===== src/rtl/bps_pkg.sv =====
package bps_pkg;
   typedef enum logic [1:0] {
      ST_IDLE  = 2'd0,
      ST_WRITE = 2'd1,
      ST_WAIT  = 2'd2
   } bps_state_e;

   function automatic int unsigned bps_w(input int unsigned n);
      return (n > 1) ? $clog2(n) : 1;
   endfunction
endpackage


===== src/rtl/bps_tick_div.sv =====
module bps_tick_div #(
   parameter int unsigned TICK_CYC = 50
) (
   input  logic clk,
   input  logic rst_n,
   input  logic clr_i,
   input  logic en_i,
   output logic tick_o
);
   localparam int unsigned CW = bps_pkg::bps_w(TICK_CYC);
   localparam logic [CW-1:0] LAST = CW'(TICK_CYC - 1);

   logic [CW-1:0] cnt_q;

   if (TICK_CYC < 1) begin : g_bad_tick
      $error("TICK_CYC must be at least 1");
   end

   always_ff @(posedge clk or negedge rst_n) begin
      if (!rst_n)          cnt_q <= '0;
      else if (clr_i)      cnt_q <= '0;
      else if (en_i)       cnt_q <= (cnt_q == LAST) ? '0 : cnt_q + 1'b1;
   end

   assign tick_o = en_i && (cnt_q == '0);

   AST_TICK_RANGE: assert property (@(posedge clk) disable iff (!rst_n)
      cnt_q <= LAST);
endmodule


===== src/rtl/bps_step_rom.sv =====
module bps_step_rom #(
   parameter int unsigned N_TGT     = 4,
   parameter int unsigned MASK_W    = 8,
   parameter int unsigned MAX_STEPS = 4,
   parameter int unsigned SET_STEPS = 3,
   parameter int unsigned CLR_STEPS = 2,
   parameter int unsigned EW        = 13,
   parameter logic [MAX_STEPS*EW-1:0] SET_ROM = '0,
   parameter logic [MAX_STEPS*EW-1:0] CLR_ROM = '0
) (
   input  logic                                  dir_i,
   input  logic [bps_pkg::bps_w(MAX_STEPS)-1:0]  idx_i,
   output logic [bps_pkg::bps_w(N_TGT)-1:0]      en_id_o,
   output logic [MASK_W-1:0]                     mask_o,
   output logic                                  has_rdy_o,
   output logic [bps_pkg::bps_w(N_TGT)-1:0]      rdy_id_o,
   output logic                                  last_o
);
   localparam int unsigned IW = bps_pkg::bps_w(N_TGT);
   localparam int unsigned XW = bps_pkg::bps_w(MAX_STEPS);

   if (EW != 2*IW + MASK_W + 1) begin : g_bad_ew
      $error("entry width does not match id and mask widths");
   end
   if (SET_STEPS < 1 || SET_STEPS > MAX_STEPS) begin : g_bad_set
      $error("SET_STEPS out of range");
   end
   if (CLR_STEPS < 1 || CLR_STEPS > MAX_STEPS) begin : g_bad_clr
      $error("CLR_STEPS out of range");
   end

   logic [EW-1:0] ent;
   logic [XW-1:0] last_idx;

   always_comb begin
      ent      = dir_i ? CLR_ROM[idx_i*EW +: EW] : SET_ROM[idx_i*EW +: EW];
      last_idx = dir_i ? XW'(CLR_STEPS - 1) : XW'(SET_STEPS - 1);
   end

   assign rdy_id_o  = ent[IW-1:0];
   assign has_rdy_o = ent[IW];
   assign mask_o    = ent[IW+1 +: MASK_W];
   assign en_id_o   = ent[IW+1+MASK_W +: IW];
   assign last_o    = (idx_i == last_idx);
endmodule


===== src/rtl/bps_rdy_check.sv =====
module bps_rdy_check #(
   parameter int unsigned N_TGT  = 4,
   parameter int unsigned MASK_W = 8
) (
   input  logic [N_TGT*MASK_W-1:0]             rdy_i,
   input  logic [bps_pkg::bps_w(N_TGT)-1:0]    sel_i,
   input  logic [MASK_W-1:0]                   mask_i,
   output logic                                ok_o
);
   logic [MASK_W-1:0] lane [N_TGT];

   for (genvar g = 0; g < N_TGT; g++) begin : g_lane
      assign lane[g] = rdy_i[g*MASK_W +: MASK_W];
   end

   assign ok_o = ((lane[sel_i] & mask_i) == mask_i);
endmodule


===== src/rtl/bps_seq.sv =====
module bps_seq #(
   parameter int unsigned N_TGT     = 4,
   parameter int unsigned MASK_W    = 8,
   parameter int unsigned MAX_STEPS = 4,
   parameter int unsigned SET_STEPS = 3,
   parameter int unsigned CLR_STEPS = 2,
   parameter logic [MAX_STEPS*(2*$clog2(N_TGT)+MASK_W+1)-1:0] SET_ROM =
      {13'd0, {2'd3, 8'hC1, 1'b1, 2'd3}, {2'd2, 8'h30, 1'b0, 2'd0}, {2'd0, 8'h0F, 1'b1, 2'd1}},
   parameter logic [MAX_STEPS*(2*$clog2(N_TGT)+MASK_W+1)-1:0] CLR_ROM =
      {13'd0, 13'd0, {2'd0, 8'h81, 1'b1, 2'd2}, {2'd1, 8'h5A, 1'b0, 2'd0}},
   parameter int unsigned TICK_CYC  = 50,
   parameter int unsigned POLLS     = 500,
   parameter int unsigned ERR_W     = 5,
   parameter int unsigned ERR_CODE  = 25
) (
   input  logic                      clk,
   input  logic                      rst_n,
   input  logic                      start_i,
   input  logic                      dir_i,
   output logic [N_TGT-1:0]          en_wr_o,
   output logic [MASK_W-1:0]         en_mask_o,
   input  logic [N_TGT*MASK_W-1:0]   rdy_i,
   output logic                      busy_o,
   output logic                      done_o,
   output logic                      timeout_o,
   output logic [ERR_W-1:0]          err_code_o
);
   import bps_pkg::*;

   localparam int unsigned IW = bps_w(N_TGT);
   localparam int unsigned XW = bps_w(MAX_STEPS);
   localparam int unsigned PW = bps_w(POLLS);
   localparam int unsigned EW = 2*IW + MASK_W + 1;
   localparam logic [PW-1:0] P_LAST = PW'(POLLS - 1);

   if (N_TGT < 2) begin : g_bad_tgt
      $error("N_TGT must be at least 2");
   end
   if (POLLS < 1) begin : g_bad_polls
      $error("POLLS must be at least 1");
   end
   if (ERR_CODE == 0 || ERR_CODE >= (1 << ERR_W)) begin : g_bad_err
      $error("ERR_CODE must be nonzero and fit ERR_W");
   end

   bps_state_e     state_q;
   logic [XW-1:0]  idx_q;
   logic [PW-1:0]  pcnt_q;
   logic           dir_q, done_q, to_q;

   logic [IW-1:0]     en_id, rdy_id;
   logic [MASK_W-1:0] mask;
   logic              has_rdy, last, rdy_ok, tick;

   bps_step_rom #(
      .N_TGT(N_TGT), .MASK_W(MASK_W), .MAX_STEPS(MAX_STEPS),
      .SET_STEPS(SET_STEPS), .CLR_STEPS(CLR_STEPS), .EW(EW),
      .SET_ROM(SET_ROM), .CLR_ROM(CLR_ROM)
   ) u_rom (
      .dir_i(dir_q), .idx_i(idx_q), .en_id_o(en_id), .mask_o(mask),
      .has_rdy_o(has_rdy), .rdy_id_o(rdy_id), .last_o(last)
   );

   bps_rdy_check #(.N_TGT(N_TGT), .MASK_W(MASK_W)) u_chk (
      .rdy_i(rdy_i), .sel_i(rdy_id), .mask_i(mask), .ok_o(rdy_ok)
   );

   bps_tick_div #(.TICK_CYC(TICK_CYC)) u_tick (
      .clk(clk), .rst_n(rst_n),
      .clr_i(state_q == ST_WRITE), .en_i(state_q == ST_WAIT), .tick_o(tick)
   );

   always_ff @(posedge clk or negedge rst_n) begin
      if (!rst_n) begin
         state_q <= ST_IDLE;
         idx_q   <= '0;
         pcnt_q  <= '0;
         dir_q   <= 1'b0;
         done_q  <= 1'b0;
         to_q    <= 1'b0;
      end else begin
         done_q <= 1'b0;
         unique case (state_q)
            ST_IDLE: begin
               if (start_i) begin
                  dir_q   <= dir_i;
                  idx_q   <= '0;
                  to_q    <= 1'b0;
                  state_q <= ST_WRITE;
               end
            end
            ST_WRITE: begin
               pcnt_q <= '0;
               if (has_rdy) begin
                  state_q <= ST_WAIT;
               end else if (last) begin
                  state_q <= ST_IDLE;
                  done_q  <= 1'b1;
               end else begin
                  idx_q <= idx_q + 1'b1;
               end
            end
            ST_WAIT: begin
               if (tick) begin
                  if (rdy_ok) begin
                     if (last) begin
                        state_q <= ST_IDLE;
                        done_q  <= 1'b1;
                     end else begin
                        idx_q   <= idx_q + 1'b1;
                        state_q <= ST_WRITE;
                     end
                  end else if (pcnt_q == P_LAST) begin
                     state_q <= ST_IDLE;
                     done_q  <= 1'b1;
                     to_q    <= 1'b1;
                  end else begin
                     pcnt_q <= pcnt_q + 1'b1;
                  end
               end
            end
            default: state_q <= ST_IDLE;
         endcase
      end
   end

   assign en_wr_o    = (state_q == ST_WRITE) ? (N_TGT'(1) << en_id) : '0;
   assign en_mask_o  = (state_q == ST_WRITE) ? mask : '0;
   assign busy_o     = (state_q != ST_IDLE);
   assign done_o     = done_q;
   assign timeout_o  = to_q;
   assign err_code_o = to_q ? ERR_W'(ERR_CODE) : '0;

   AST_WR_ONEHOT: assert property (@(posedge clk) disable iff (!rst_n)
      $onehot0(en_wr_o));
   AST_IDX_FORWARD: assert property (@(posedge clk) disable iff (!rst_n)
      busy_o && $past(busy_o) |-> idx_q >= $past(idx_q));
   AST_POLL_BOUND: assert property (@(posedge clk) disable iff (!rst_n)
      state_q == ST_WAIT |-> pcnt_q <= P_LAST);
   AST_TO_QUIET: assert property (@(posedge clk) disable iff (!rst_n)
      timeout_o |-> en_wr_o == '0 && !busy_o);
   AST_DONE_PULSE: assert property (@(posedge clk) disable iff (!rst_n)
      done_o |=> !done_o);
   AST_TO_HOLD: assert property (@(posedge clk) disable iff (!rst_n)
      timeout_o && !start_i |=> timeout_o);
   AST_BUSY_START: assert property (@(posedge clk) disable iff (!rst_n)
      busy_o && start_i |=> dir_q == $past(dir_q));
endmodule


===== config.mk =====
export PLATFORM = sky130hd
export DESIGN_NAME = bps_seq
export DESIGN_NICKNAME = d
export VERILOG_FILES = /design/src/rtl/bps_pkg.sv /design/src/rtl/bps_tick_div.sv /design/src/rtl/bps_step_rom.sv /design/src/rtl/bps_rdy_check.sv /design/src/rtl/bps_seq.sv
export SDC_FILE = /design/constraint.sdc
export NUM_CORES = 1
export LEC_CHECK = 0
export BUFFER_PORTS_ARGS = -buffer_cell sky130_fd_sc_hd__buf_4
export CORE_UTILIZATION = 47
export CTS_CLUSTER_DIAMETER = 120
export DETAILED_ROUTE_END_ITERATION = 10
export PLACE_DENSITY = 0.8
export RECOVER_POWER = 50
export SYNTH_ARGS = -nofsm -noshare
export SYNTH_HDL_FRONTEND = slang
export SYNTH_HIERARCHICAL = 1
export SYNTH_SLANG_ARGS = --single-unit

===== constraint.sdc =====
create_clock -name clk -period 3.6 [get_ports clk]
set_clock_uncertainty 0.05 [all_clocks]
set_input_delay 0.18 -clock clk [delete_from_list [all_inputs] [get_ports clk]]
set_output_delay 0.18 -clock clk [all_outputs]
set_load 0.01 [all_outputs]

# Word-level counts from Yosys, hierarchy flattened
# Index checks and enable logic that the tools add are counted.
dict set report word_totals {
  mem_bits_rw 0
  rom_bits 0
  latch_bits 0
  output_inout_bits 20
  wordCells 84
  ff_bits 22
  input_bits 36
  mem_count 0
}
dict set report classes {
  addsub 3
  mux 40
  mul 1
  bitwise_logic 2
  div_mod_pow 0
  n_shift 3
  n_eq_ne 15
  n_lt_le_gt_ge 1
  reduce_logical 12
}
# op count
set ops {}
lappend ops {{$shiftx A52 B7 Y13 const A} 2}
lappend ops {{$mux W9} 3}
lappend ops {{$mux W2} 12}
lappend ops {{$mux W8} 3}
lappend ops {{$mux W6} 3}
lappend ops {{$pmux W9 S2} 1}
lappend ops {{$bmux W8 S2} 1}
lappend ops {{$ne A2 B2 Y1 const B} 7}
lappend ops {{$mux W13} 1}
lappend ops {{$pmux W2 S3} 2}
lappend ops {{$mux W1} 10}
lappend ops {{$reduce_and A5 Y1} 2}
lappend ops {{$add A9 B1 Y9 const B} 1}
lappend ops {{$eq A9 B9 Y1 const B} 1}
lappend ops {{$and A8 B8 Y8} 1}
lappend ops {{$eq A8 B8 Y1} 1}
lappend ops {{$reduce_and A4 Y1} 2}
lappend ops {{$add A6 B1 Y6 const B} 1}
lappend ops {{$eq A6 B6 Y1 const B} 1}
lappend ops {{$logic_not A6 Y1} 1}
lappend ops {{$mul A2 B4 Y6 const B} 1}
lappend ops {{$ne A3 B3 Y1 const B} 2}
lappend ops {{$reduce_bool A2 Y1} 3}
lappend ops {{$mux W5} 1}
lappend ops {{other kinds (13)} 14}

# Longest topological paths before layout
# Gate-level depths: netlist of run 1.
dict set report logic_depth {
  ltp_word 12
  mapped_depth 15
  ltp_nobuf 12
}

# Modules after synthesis
# Netlist of run 1, hierarchy kept.
# module instances cells_each seq_area_each_um2 area_per_inst_um2
set by_module_without_submodules {}
lappend by_module_without_submodules {bps_seq 1 114 400.4 1078.5}
lappend by_module_without_submodules {bps_tick_div 1 41 150.1 365.4}
lappend by_module_without_submodules {bps_rdy_check 1 25 0.0 271.5}
lappend by_module_without_submodules {bps_step_rom 1 25 0.0 173.9}

# Worst setup path before layout of run 1
# No wires, ideal clock.
dict set report synth_timing {
  kind {reg2reg}
  from {register idx_q[0]}
  to {register pcnt_q[5]}
  path_buffers 3
  slack_ps 593
  arrival_ps 2891
  synth_period_minus_slack_ps 3007
  stages_incl_launch_ff 16
  t_required_ps 3484
  setup_time_ps 66
  path_cell_list {dfrtp_1 -> inv_1 -> ha_1 -> nand2_1 -> o21ai_0 -> buf_4 -> buf_2 -> mux4_2 -> o22a_1 -> nand4_1 -> nor3_1 -> and3b_1 -> buf_4 -> nand4_4 -> or4b_1 -> nand2_1}
}
dict set report synth_between {
  elab_chain_cells 11
  word_cells_on_any_way 12
  cone_classes {mul: 1; eq/ne: 2; shift: 2; mux: 4; bitwise: 2; reduce/logical: 1}
}
# item line
set synth_lines {}
lappend synth_lines {{start: declaration} bps_seq.sv:47} ;# logic [XW-1:0] idx_q;
lappend synth_lines {{start signal: assignment} bps_seq.sv:100} ;# idx_q <= idx_q + 1'b1;
lappend synth_lines {{start signal: assignment} bps_seq.sv:110} ;# idx_q <= idx_q + 1'b1;
lappend synth_lines {{$mul A2 B4 Y6 (*)} bps_step_rom.sv:36} ;# ent = dir_i ? CLR_ROM[idx_i*EW +: EW] : SET_ROM[idx_i*EW +: EW];
lappend synth_lines {{$shiftx A52 B7 Y13} bps_step_rom.sv:36}
lappend synth_lines {{$mux W13 (*)} bps_step_rom.sv:36}
lappend synth_lines {{net rdy_id[0]} bps_seq.sv:51} ;# logic [IW-1:0] en_id, rdy_id;
lappend synth_lines {{$not A2 Y3 (not written as such) (*)} bps_rdy_check.sv:16} ;# assign ok_o = ((lane[sel_i] & mask_i) == mask_i);
lappend synth_lines {{$bmux W8 S2 (*)} bps_rdy_check.sv:16}
lappend synth_lines {{$mux W8 (not written as such) (*) (2 in a row)} bps_rdy_check.sv:16}
lappend synth_lines {{$and A8 B8 Y8 (*)} bps_rdy_check.sv:16}
lappend synth_lines {{$eq A8 B8 Y1 (*)} bps_rdy_check.sv:16}
lappend synth_lines {{net rdy_ok} bps_seq.sv:53} ;# logic has_rdy, last, rdy_ok, tick;
lappend synth_lines {{$ne A2 B2 Y1 (no line) (*)} n/a}
lappend synth_lines {{$reduce_and A4 Y1 (no line) (*)} n/a}
lappend synth_lines {{end signal: assignment} bps_seq.sv:118} ;# pcnt_q <= pcnt_q + 1'b1;
lappend synth_lines {{end: declaration} bps_seq.sv:48} ;# logic [PW-1:0] pcnt_q;
# The timed path passes the listed nets; every way through them passes the cells marked *. The select of a mux whose other input is x is not followed.
# A chain may end at the register's enable or synchronous reset.

# Final worst setup path of run 1
dict set report layout_timing {
  from {register idx_q[0]}
  to {register idx_q[1]}
}
dict set report layout_between {
  elab_chain_cells 11
  word_cells_on_any_way 20
  cone_classes {add/sub: 1; mul: 1; eq/ne: 4; shift: 2; mux: 9; bitwise: 2; reduce/logical: 1}
}
# item line
set layout_lines {}
lappend layout_lines {{$mul A2 B4 Y6 (*)} bps_step_rom.sv:36}
lappend layout_lines {{$shiftx A52 B7 Y13} bps_step_rom.sv:36}
lappend layout_lines {{$mux W13 (*)} bps_step_rom.sv:36}
lappend layout_lines {{net rdy_id[0]} bps_seq.sv:51}
lappend layout_lines {{$not A2 Y3 (not written as such) (*)} bps_rdy_check.sv:16}
lappend layout_lines {{$bmux W8 S2 (*)} bps_rdy_check.sv:16}
lappend layout_lines {{$mux W8 (not written as such) (*) (2 in a row)} bps_rdy_check.sv:16}
lappend layout_lines {{$and A8 B8 Y8 (*)} bps_rdy_check.sv:16}
lappend layout_lines {{$eq A8 B8 Y1 (*)} bps_rdy_check.sv:16}
lappend layout_lines {{net rdy_ok} bps_seq.sv:53}
lappend layout_lines {{$ne A2 B2 Y1 (no line) (*)} n/a}
lappend layout_lines {{$reduce_and A5 Y1 (no line) (*)} n/a}
# Marked as above.

==> results of run 1 <==
registers in the layout, summed over array words and instances, names as in the netlist:
register,cells
pcnt_q,9
state_q,2
dir_q,1
idx_q,2
u_tick/cnt_q,6
timeout_o,1
done_o,1
synthesized netlist by cell type, types with 3 or more instances:
master | instances | area [um2]
nor2b_1 | 4 | 25.0
o22ai_1 | 4 | 25.0
o211ai_1 | 5 | 37.5
nand2_1 | 20 | 75.1
nand3_1 | 7 | 35.0
a21oi_1 | 6 | 30.0
and3_1 | 3 | 18.8
mux4_2 | 6 | 135
dfrtp_1 | 22 | 551
o21ai_0 | 7 | 35.0
nand4_1 | 4 | 25.0
ha_1 | 12 | 150
nor2_1 | 5 | 18.8
inv_1 | 18 | 67.6
and2_1 | 8 | 50.1
buf_4 | 10 | 75.1
nand3b_1 | 3 | 22.5
buf_6 | 3 | 33.8
mux2i_1 | 5 | 50.1
nand2b_1 | 3 | 18.8
nor3b_1 | 3 | 22.5
nor3_1 | 7 | 35.0
o31ai_1 | 4 | 30.0
metal layers:
metal	routed length, um	track usage	part of all wire
met1	1940	0.275	0.46
met2	2110	0.374	0.50
met3	174	0.0313	0.041
met4	25	0.0707	0.0059
met5	0	0	0
path summary, 6_finish.rpt:
path | slack (ps) | cells after the start | end | startpoint
setup reg to reg | 440 | 14 | idx_q[1] | idx_q[0]
setup / recovery | 440 | 14 | idx_q[1] | idx_q[0]
hold / removal | 130 | 2 | dir_q | dir_i
hold reg to reg | 470 | 1 | pcnt_q[7] | pcnt_q[7]
min in group asynchronous | 630 | 2 | pcnt_q[6] | rst_n
max in group asynchronous | 2160 | 2 | pcnt_q[2] | rst_n
power by group:
group	switching, W	total (W)	leakage (nW)	internal [W]
clock network	0.0000794	0.000177	0.0288	0.0000974
logic	0.000545	0.00104	0.743	0.000491
registers	0.0000787	0.000378	0.292	0.000299
total	0.000703	0.00159	1.06	0.000888
cell type report:
cell class	instances	area [um2]	share of cell area
sequential	22	551	0.239
tap	48	60.1	0.0261
clock buffer	4	55.1	0.0239
timing repair buffer	58	412	0.179
multi-input combinational	149	1150	0.499
inverter	20	75.1	0.0326
kinds of logic after synthesis:
family,count (synthesis)
muxes,13
AOI/OAI and AO/OA,43
and+or+nand+nor,78
buffers and inverters,35
adders and majority gates,12
DFF,22
other,1
xor gates and xnor gates,1
placed cells by master, fill, tap and decap left out, types with 2 or more instances in the layout:
| master | n |
|---|---|
| nor3_1 | 7 |
| conb_1 | 2 |
| mux2i_1 | 5 |
| and2_1 | 8 |
| dfrtp_1 | 22 |
| o31ai_1 | 4 |
| nor3b_1 | 3 |
| o21ai_1 | 2 |
| nand2b_1 | 3 |
| mux4_2 | 6 |
| buf_4 | 50 |
| nor2b_2 | 2 |
| a21boi_1 | 2 |
| nand4_1 | 4 |
| ha_1 | 12 |
| nor2b_1 | 4 |
| o211ai_1 | 5 |
| a31oi_1 | 2 |
| inv_1 | 18 |
| o32ai_1 | 2 |
| nand3_1 | 7 |
| a221o_1 | 2 |
| nor2_1 | 5 |
| o21ai_0 | 7 |
| clkbuf_8 | 4 |
| nand2_1 | 20 |
| o22ai_1 | 4 |
| inv_2 | 2 |
| nand3b_1 | 3 |
| a21oi_1 | 6 |
| and3_1 | 3 |
| clkbuf_1 | 7 |
critical path: stages, from the launching register on:
cell and delay [ps]:
dfrtp_1 480, inv_1 100, ha_1 210, nand2_1 80
o21ai_0 90, buf_4 200, mux4_2 230, o22a_1 130
nand4_1 90, nor3_1 270, buf_4 190, nor2b_1 60
nor4b_2 360, o21ai_1 160, a221o_1 370
metrics by stage:
step,worst slack [ps],instance area [um2],total power [W],util
after detailed placement,518,2260,0.00142,0.600
after global routing,199,2300,0.00173,0.610
final,444,2300,0.00159,0.610
after global placement,603,2260,0.00140,0.600
after CTS,488,2330,0.00160,0.617
after floorplan,593,1890,0.00117,-
timing repair:
item                                    in CTS  in global routing
endpoints found under the setup margin       0                  0
hold buffers                                 1                  0
endpoints found under the hold margin       22                  0
buffers inserted                             0                  0
==> results_dict.tcl, run 1 <==
set metrics [dict create \
    startpoint_type "flop" \
    start_util 0.501 \
    wirelength_mm 4.25 \
    crit_arrival_ps 3260 \
    synth_top_family_by_area "simple AND/OR/NAND/NOR gates" \
    antenna_found_initial 0 \
    peakVddDrop_uv 382 \
    slew_headroom 0.203 \
    setup_viol 0 \
    route.vias.total 1685 \
    h-tree-depth 1 \
    first_iter_violations 155 \
    cp_max_fo 11 \
    slew_violations 0 \
    dieWidth_um 65.4 \
    hold_ws_ps 130 \
    p_per_area_nw_per_um2 691 \
    area_delta_synth_final_pct 21.9 \
    layout.nets 302 \
    synth_edf_count 0 \
    critPathCaptureType "flop" \
    drive_above_1_share 0.273 \
    grt.overflow.total 0 \
    yosys.area_share.simple 0.244 \
    drc_errors 0 \
    grt_max_degree 23 \
    ys_ff_latch 22 \
    cts.path.max_buffers 2 \
    pin_count 56 \
    portBuffers 53 \
    cts_tree "done" \
    row_count 22 \
    cp.required_ps 3700 \
    synth_area_um2 1890 \
    cts_root_buf "clkbuf_8" \
    cts_resized 0 \
    vias_per_cell 5.60 \
    synthCells 205 \
    gp_routability_congestion 0.883 \
    drtPass1Iterations 4 \
    power_leakage_nw 1.06 \
    hold_violations 0 \
    setup_tns_ps 0 \
    numCtsBuffers 3 \
    grt_pass1_vias 1655 \
    synth_cell_types 52 \
    layout_min_cycle_time_ps 3160 \
    max_freq_mhz 317 \
    grt_pass1_wl_mm 7.28 \
    fp.dieH_um 65.4 \
    syn_area_per_cell_um2 9.22 \
    core_um2 3770 \
    hp-class "primary input to flop" \
    synth-seq-area-share 0.291 \
    drtAntennaViolNets 0 \
    crit_type "flop to flop" \
    rsz0062_at_grt "false" \
    synthAdderAreaFrac 0.0795 \
    antenna_cells_inserted 0 \
    routedWlPerCell_um 14.1 \
    cap_viol_max_count 0 \
    design.die.area_um2 4280 \
    ys_warn_count 6 \
    async_flop_share 1.00 \
    clock_sinks 22 \
    synth_mux_area_frac 0.118 \
    dp_cells 296 \
    clk_latency_ps 260 \
    ys_dominant_reg_cell "dfrtp_1" \
    worst_pin_slew_ps 1200 \
    track_usage 0.216 \
    hpwl_mm 3.30 \
    fillCellCount 334 \
    layout.cells.non_filler 301 \
    post-route-period-util 0.877 \
    synth-compound-area-share 0.159 \
    synth_xor_area_frac 0.00464 \
    outcome "finished, final reports clean" \
    clkTransAtPathRegs_ps 90 \
]
Note: power is estimated with default switching activity, not from simulation.
==> run 2, diff against run 1 <==
CELL_PAD_IN_SITES_DETAIL_PLACEMENT = 1   (was default)
CELL_PAD_IN_SITES_GLOBAL_PLACEMENT = 1   (was default)
CORE_UTILIZATION = 39   (was 47)
PLACE_DENSITY = 0.87   (was 0.8)
==> run 2 against run 1 <==
  * Largest power group unchanged
  * Wire length up 17%
  * Critical path type unchanged
  * First-iteration DRC count down 60%
  * Highest routed layer unchanged
  * Final cell count up 1.0%
  * Clock power up 32%
  * Core utilization down 9.5 points
  * Critical endpoint is now pcnt_q[4]
  * Non-clock buffer count down 1
  * Register-to-register slack worse by 60 ps
==> results_dict.tcl, run 2 (synthesized netlist as in run 1, its figures left out) <==
set metrics [dict create \
    crit_arrival_ps 3320 \
    design.die.area_um2 5130 \
    numCtsBuffers 3 \
    setup_viol 0 \
    switching_share 0.443 \
    slew_headroom 0.174 \
    comb_power_share 0.629 \
    h-tree-depth 1 \
    post_cts_buffers 0 \
    grt_max_degree 23 \
    r2r_start "idx_q[0]" \
    first_iter_violations 62 \
    reg_top3 "pcnt_q x9, u_tick/cnt_q x6" \
    p_per_area_nw_per_um2 716 \
    power.share.clock 0.140 \
    cts_root_buf "clkbuf_8" \
    mostFrequentLayoutCells "buf_4 (49), dfrtp_1 (22), nand2_1 (20)" \
    outcome "finished, final reports clean" \
    layout_min_cycle_time_ps 3220 \
    setup_tns_ps 0 \
    route.vias.total 1697 \
    post-route-period-util 0.894 \
    pin_count 56 \
    dp_slack_ps 372 \
    cp_max_fo 11 \
    total_power_w 0.00166 \
    hp-class "primary input to flop" \
    area_delta_synth_final_pct 22.8 \
    cts.path.max_buffers 2 \
    row_count 24 \
    regMostFlops "pcnt_q" \
    grt.overflow.total 0 \
    layout.nets 301 \
    rsz0062_at_grt "false" \
    cap_viol_max_count 0 \
    fin_area_um2 2320 \
    gp_routability_congestion 0.822 \
    routedWlPerCell_um 16.4 \
    critPathCaptureType "flop" \
    dieWidth_um 71.6 \
    drtAntennaViolNets 0 \
    hold_start "dir_i" \
    startpoint_type "flop" \
    grt_pass1_vias 1750 \
    drc_errors 0 \
    antenna_found_initial 0 \
    r2r_setup_slack_ps 380 \
    hold_path_end "dir_q" \
    portBuffers 53 \
    fillCellCount 547 \
    drtPass1Iterations 4 \
    clkTransAtPathRegs_ps 90 \
    peakVddDrop_uv 232 \
    reg2reg_to "pcnt_q[4]" \
    antenna_cells_inserted 0 \
    cp.required_ps 3700 \
    multi_input_area_um2 1150 \
    hold_violations 0 \
    finalCoreUtilization 0.515 \
    switchingPower_w 0.000736 \
    cts_tree "done" \
    r2r_cells 13 \
    power_leakage_nw 1.07 \
    core_um2 4500 \
    p_int_w 0.000926 \
    setup_slack_ps 381 \
    final_common_cell "buf_4" \
    track_usage 0.210 \
    post_dp_cell_area_um2 2260 \
    clock_sinks 22 \
    clk_latency_ps 270 \
    regArea_um2 551 \
    grt_pass1_wl_mm 8.57 \
    seqPwrFrac 0.231 \
    largest_reg_flops 9 \
    hpwl_mm 3.93 \
    max_freq_mhz 311 \
    wirelength_mm 4.98 \
    start_util 0.419 \
    fp.dieH_um 71.6 \
    worst_pin_slew_ps 1240 \
    drive_above_1_share 0.274 \
    vias_per_cell 5.58 \
    crit_type "flop to flop" \
    hold_depth 2 \
    slew_violations 0 \
]
run 2: what timing repair did:
item	4_1_cts	5_1_grt
hold buffers	1	0
setup endpoints to repair	0	1
hold endpoints to repair	22	0
resized for setup	0	1
run 2: how the worst max path moves through the flow:
stage	startpoint	endpoint	slack [ps]	cells past startpoint
3_3_place_gp	idx_q[0]	pcnt_q[4]	480	11
6_report	idx_q[0]	pcnt_q[4]	380	13
2_1_floorplan	idx_q[0]	pcnt_q[5]	590	15
3_5_place_dp	idx_q[0]	idx_q[1]	370	13
4_1_cts	idx_q[0]	idx_q[1]	340	13
5_1_grt	idx_q[0]	pcnt_q[4]	100	13
run 2: power groups by stage:
| stage | combinational (W) | clock (W) | sequential [W] |
|---|---|---|---|
| 4_1_cts | 0.00105 | 0.000239 | 0.000384 |
| 5_1_grt | 0.00116 | 0.000247 | 0.000397 |
| 6_report | 0.00105 | 0.000233 | 0.000383 |
| 3_3_place_gp | 0.00101 | 0 | 0.000381 |
| 3_5_place_dp | 0.00105 | 0 | 0.000389 |
| 2_1_floorplan | 0.000816 | 0 | 0.000355 |
run 2: metrics by stage:
| step | hold WS [ps] | instances |
|---|---|---|
| 2_1_floorplan | -166 | 206 |
| 3_3_place_gp | 39.5 | 299 |
| 3_5_place_dp | 40.4 | 299 |
| 4_1_cts | 76.7 | 304 |
| 5_1_grt | 83.3 | 304 |
| 6_report | 77.3 | 304 |
run 2: area by class of cell:
class,count,area share
multi-input cells,149,0.498
well taps,52,0.0280
repair buffers,57,0.174
inverters,20,0.0323
clock inverters,1,0.0129
clock buffers,3,0.0178
flip-flops and latches,22,0.237
run 2: metal layers:
metal  share of wire  up-vias  global-route usage  routed length, um
met3           0.025        2              0.0352                126
met5               0        -                   0                  0
met4          0.0054        0              0.0261                 27
met2            0.52       24               0.370               2570
li1                -      827                   -                  -
met1            0.45      844               0.279               2250
run 2: worst max-delay path: stages (launching register included):
cell and delay, ps:
dfrtp_1 520, inv_1 110, ha_1 210, nand2_1 70
o21ai_0 100, buf_4 210, mux4_2 300, o22a_1 210
nand4_1 100, nor3_2 70, and3b_1 420, a21boi_1 440
a2bb2oi_1 190, mux2i_1 90
==> run 3, diff against run 2 <==
BUFFER_PORTS_ARGS = default   (was -buffer_cell sky130_fd_sc_hd__buf_4)
CORE_UTILIZATION = 47   (was 39)
DONT_BUFFER_PORTS = 1   (was default)
PLACE_DENSITY = 0.85   (was 0.87)
==> run 3 against run 2 <==
  * Die area fell by 17%
  * First-iteration DRC count decreased by 37%
  * Core utilization decreased by 0.53 points
  * Combinational power shrank 12%
  * Clock-buffer cell count did not move
  * Fmax is 1.6% lower
  * Clock power is 34% lower
  * Worst hold slack gained 1.7 ps
  * Largest cell class unchanged
  * Final cell count fell by 19%
  * Non-clock buffer count down 52
  * Critical endpoint is now pcnt_q[5]
==> results_dict.tcl, run 3 (synthesized netlist as in run 1, its figures left out) <==
set metrics [dict create \
    slew_headroom 0.292 \
    wirelength_mm 4.62 \
    p_per_area_nw_per_um2 758 \
    regMostFlops "pcnt_q" \
    drtAntennaViolNets 0 \
    mostFrequentLayoutCells "dfrtp_1 (22), nand2_1 (20), inv_1 (18)" \
    grt_pass1_wl_mm 7.81 \
    finalCoreUtilization 0.510 \
    cp.required_ps 3750 \
    clkTransAtPathRegs_ps 80 \
    cp_max_fo 8 \
    area_delta_synth_final_pct 1.79 \
    m1WireLength_mm 1.83 \
    first_iter_violations 39 \
    power_leakage_nw 0.820 \
    drive_above_1_share 0.111 \
    fillCellCount 447 \
    route.vias.total 1574 \
    core_um2 3770 \
    hpwl_mm 3.57 \
    pin_count 56 \
    layout.nets 249 \
    routedWlPerCell_um 18.7 \
    antenna_found_initial 0 \
    max_freq_mhz 306 \
    grt.overflow.total 0 \
    clock_sinks 22 \
    crit_arrival_ps 3420 \
    dieWidth_um 65.4 \
    gp_routability_congestion 0.901 \
    h-tree-depth 1 \
    worst_pin_slew_ps 1060 \
    design.die.area_um2 4280 \
    routed.top_layer "met4" \
    wl_met3_um 243 \
    hold_violations 0 \
    peakVddDrop_uv 478 \
    hp-class "primary input to flop" \
    final_common_cell "dfrtp_1" \
    row_count 22 \
    wl_met2_mm 2.48 \
    fp.dieH_um 65.4 \
    antenna_cells_inserted 0 \
    setup_tns_ps 0 \
    clk_latency_ps 260 \
    setup_viol 0 \
    cap_viol_max_count 0 \
    grt_pass1_vias 1637 \
    outcome "finished, final reports clean" \
    slew_violations 0 \
    post_cts_buffers 0 \
    critPathCaptureType "flop" \
    reg_top3 "pcnt_q x9, u_tick/cnt_q x6" \
    numCtsBuffers 3 \
    layout_min_cycle_time_ps 3270 \
    start_util 0.501 \
    crit_type "flop to flop" \
    cts_tree "done" \
    largest_reg_flops 9 \
    rsz0062_at_grt "false" \
    drc_errors 0 \
    track_usage 0.236 \
    startpoint_type "flop" \
    post-route-period-util 0.909 \
    vias_per_cell 6.37 \
    drtPass1Iterations 4 \
    cts.path.max_buffers 2 \
    cts_root_buf "clkbuf_8" \
    grt_max_degree 23 \
    portBuffers 0 \
]
## run 3: where the power goes
part / internal, W / switching (W) / total (W) / leakage [nW]
combinational: 0.000393 / 0.000530 / 0.000923 / 0.507
clock: 0.0000746 / 0.0000788 / 0.000153 / 0.0216
sequential: 0.000299 / 0.0000828 / 0.000382 / 0.292
## run 3: cell type report
type	instances	area [um2]	share of cell area
clock buffer	3	41.3	0.0215
inverter	20	75.1	0.0390
multi-input combinational	149	1150	0.600
sequential	22	551	0.286
tap	48	60.1	0.0312
timing repair buffer	5	42.5	0.0221
## run 3: worst paths after layout
path | depth (start not counted) | start | slack, ps | end
worst max-delay path | 12 | idx_q[0] | 330 | pcnt_q[5]
worst min-delay path | 2 | start_i | 80 | dir_q
worst max register to register | 12 | idx_q[0] | 330 | pcnt_q[5]
worst min register to register | 1 | pcnt_q[8] | 450 | pcnt_q[8]
max in group asynchronous | 1 | rst_n | 2360 | u_tick/cnt_q[1]
min in group asynchronous | 1 | rst_n | 510 | pcnt_q[6]
## run 3: worst max-delay path, stage by stage, from the launching register on
cell      delay, ps
dfrtp_1         490
ha_1            210
inv_1            40
o21ai_0         380
buf_4           250
mux4_1          270
nand2b_1        150
nand4_1         100
nor3_1           80
and3b_1         410
nand4_4         170
or4b_1          520
nand2_1          80
## run 3: timing repair
item / 4_1_cts / 5_1_grt
endpoints found under the hold margin: 23 / 0
hold buffers: 2 / 0
setup endpoints to repair: 0 / 1
gates resized for setup: 0 / 1
## run 3: stage by stage
step	power [W]	hold WS, ps	cell area [um2]	setup WS, ps	cells
CTS	0.00147	81.7	1920	276	247
global route	0.00158	86.6	1920	21.2	247
finish	0.00146	79.0	1920	329	247
floorplan	0.00117	-166	1890	593	206
detailed placement	0.00130	-165	1860	270	242
global placement	0.00126	-165	1860	474	242
## run 3: routing by layer
layer | track usage | up-vias
met5 | 0 | -
met4 | 0.0870 | 0
met3 | 0.0382 | 6
met2 | 0.436 | 70
met1 | 0.271 | 772
li1 | - | 726
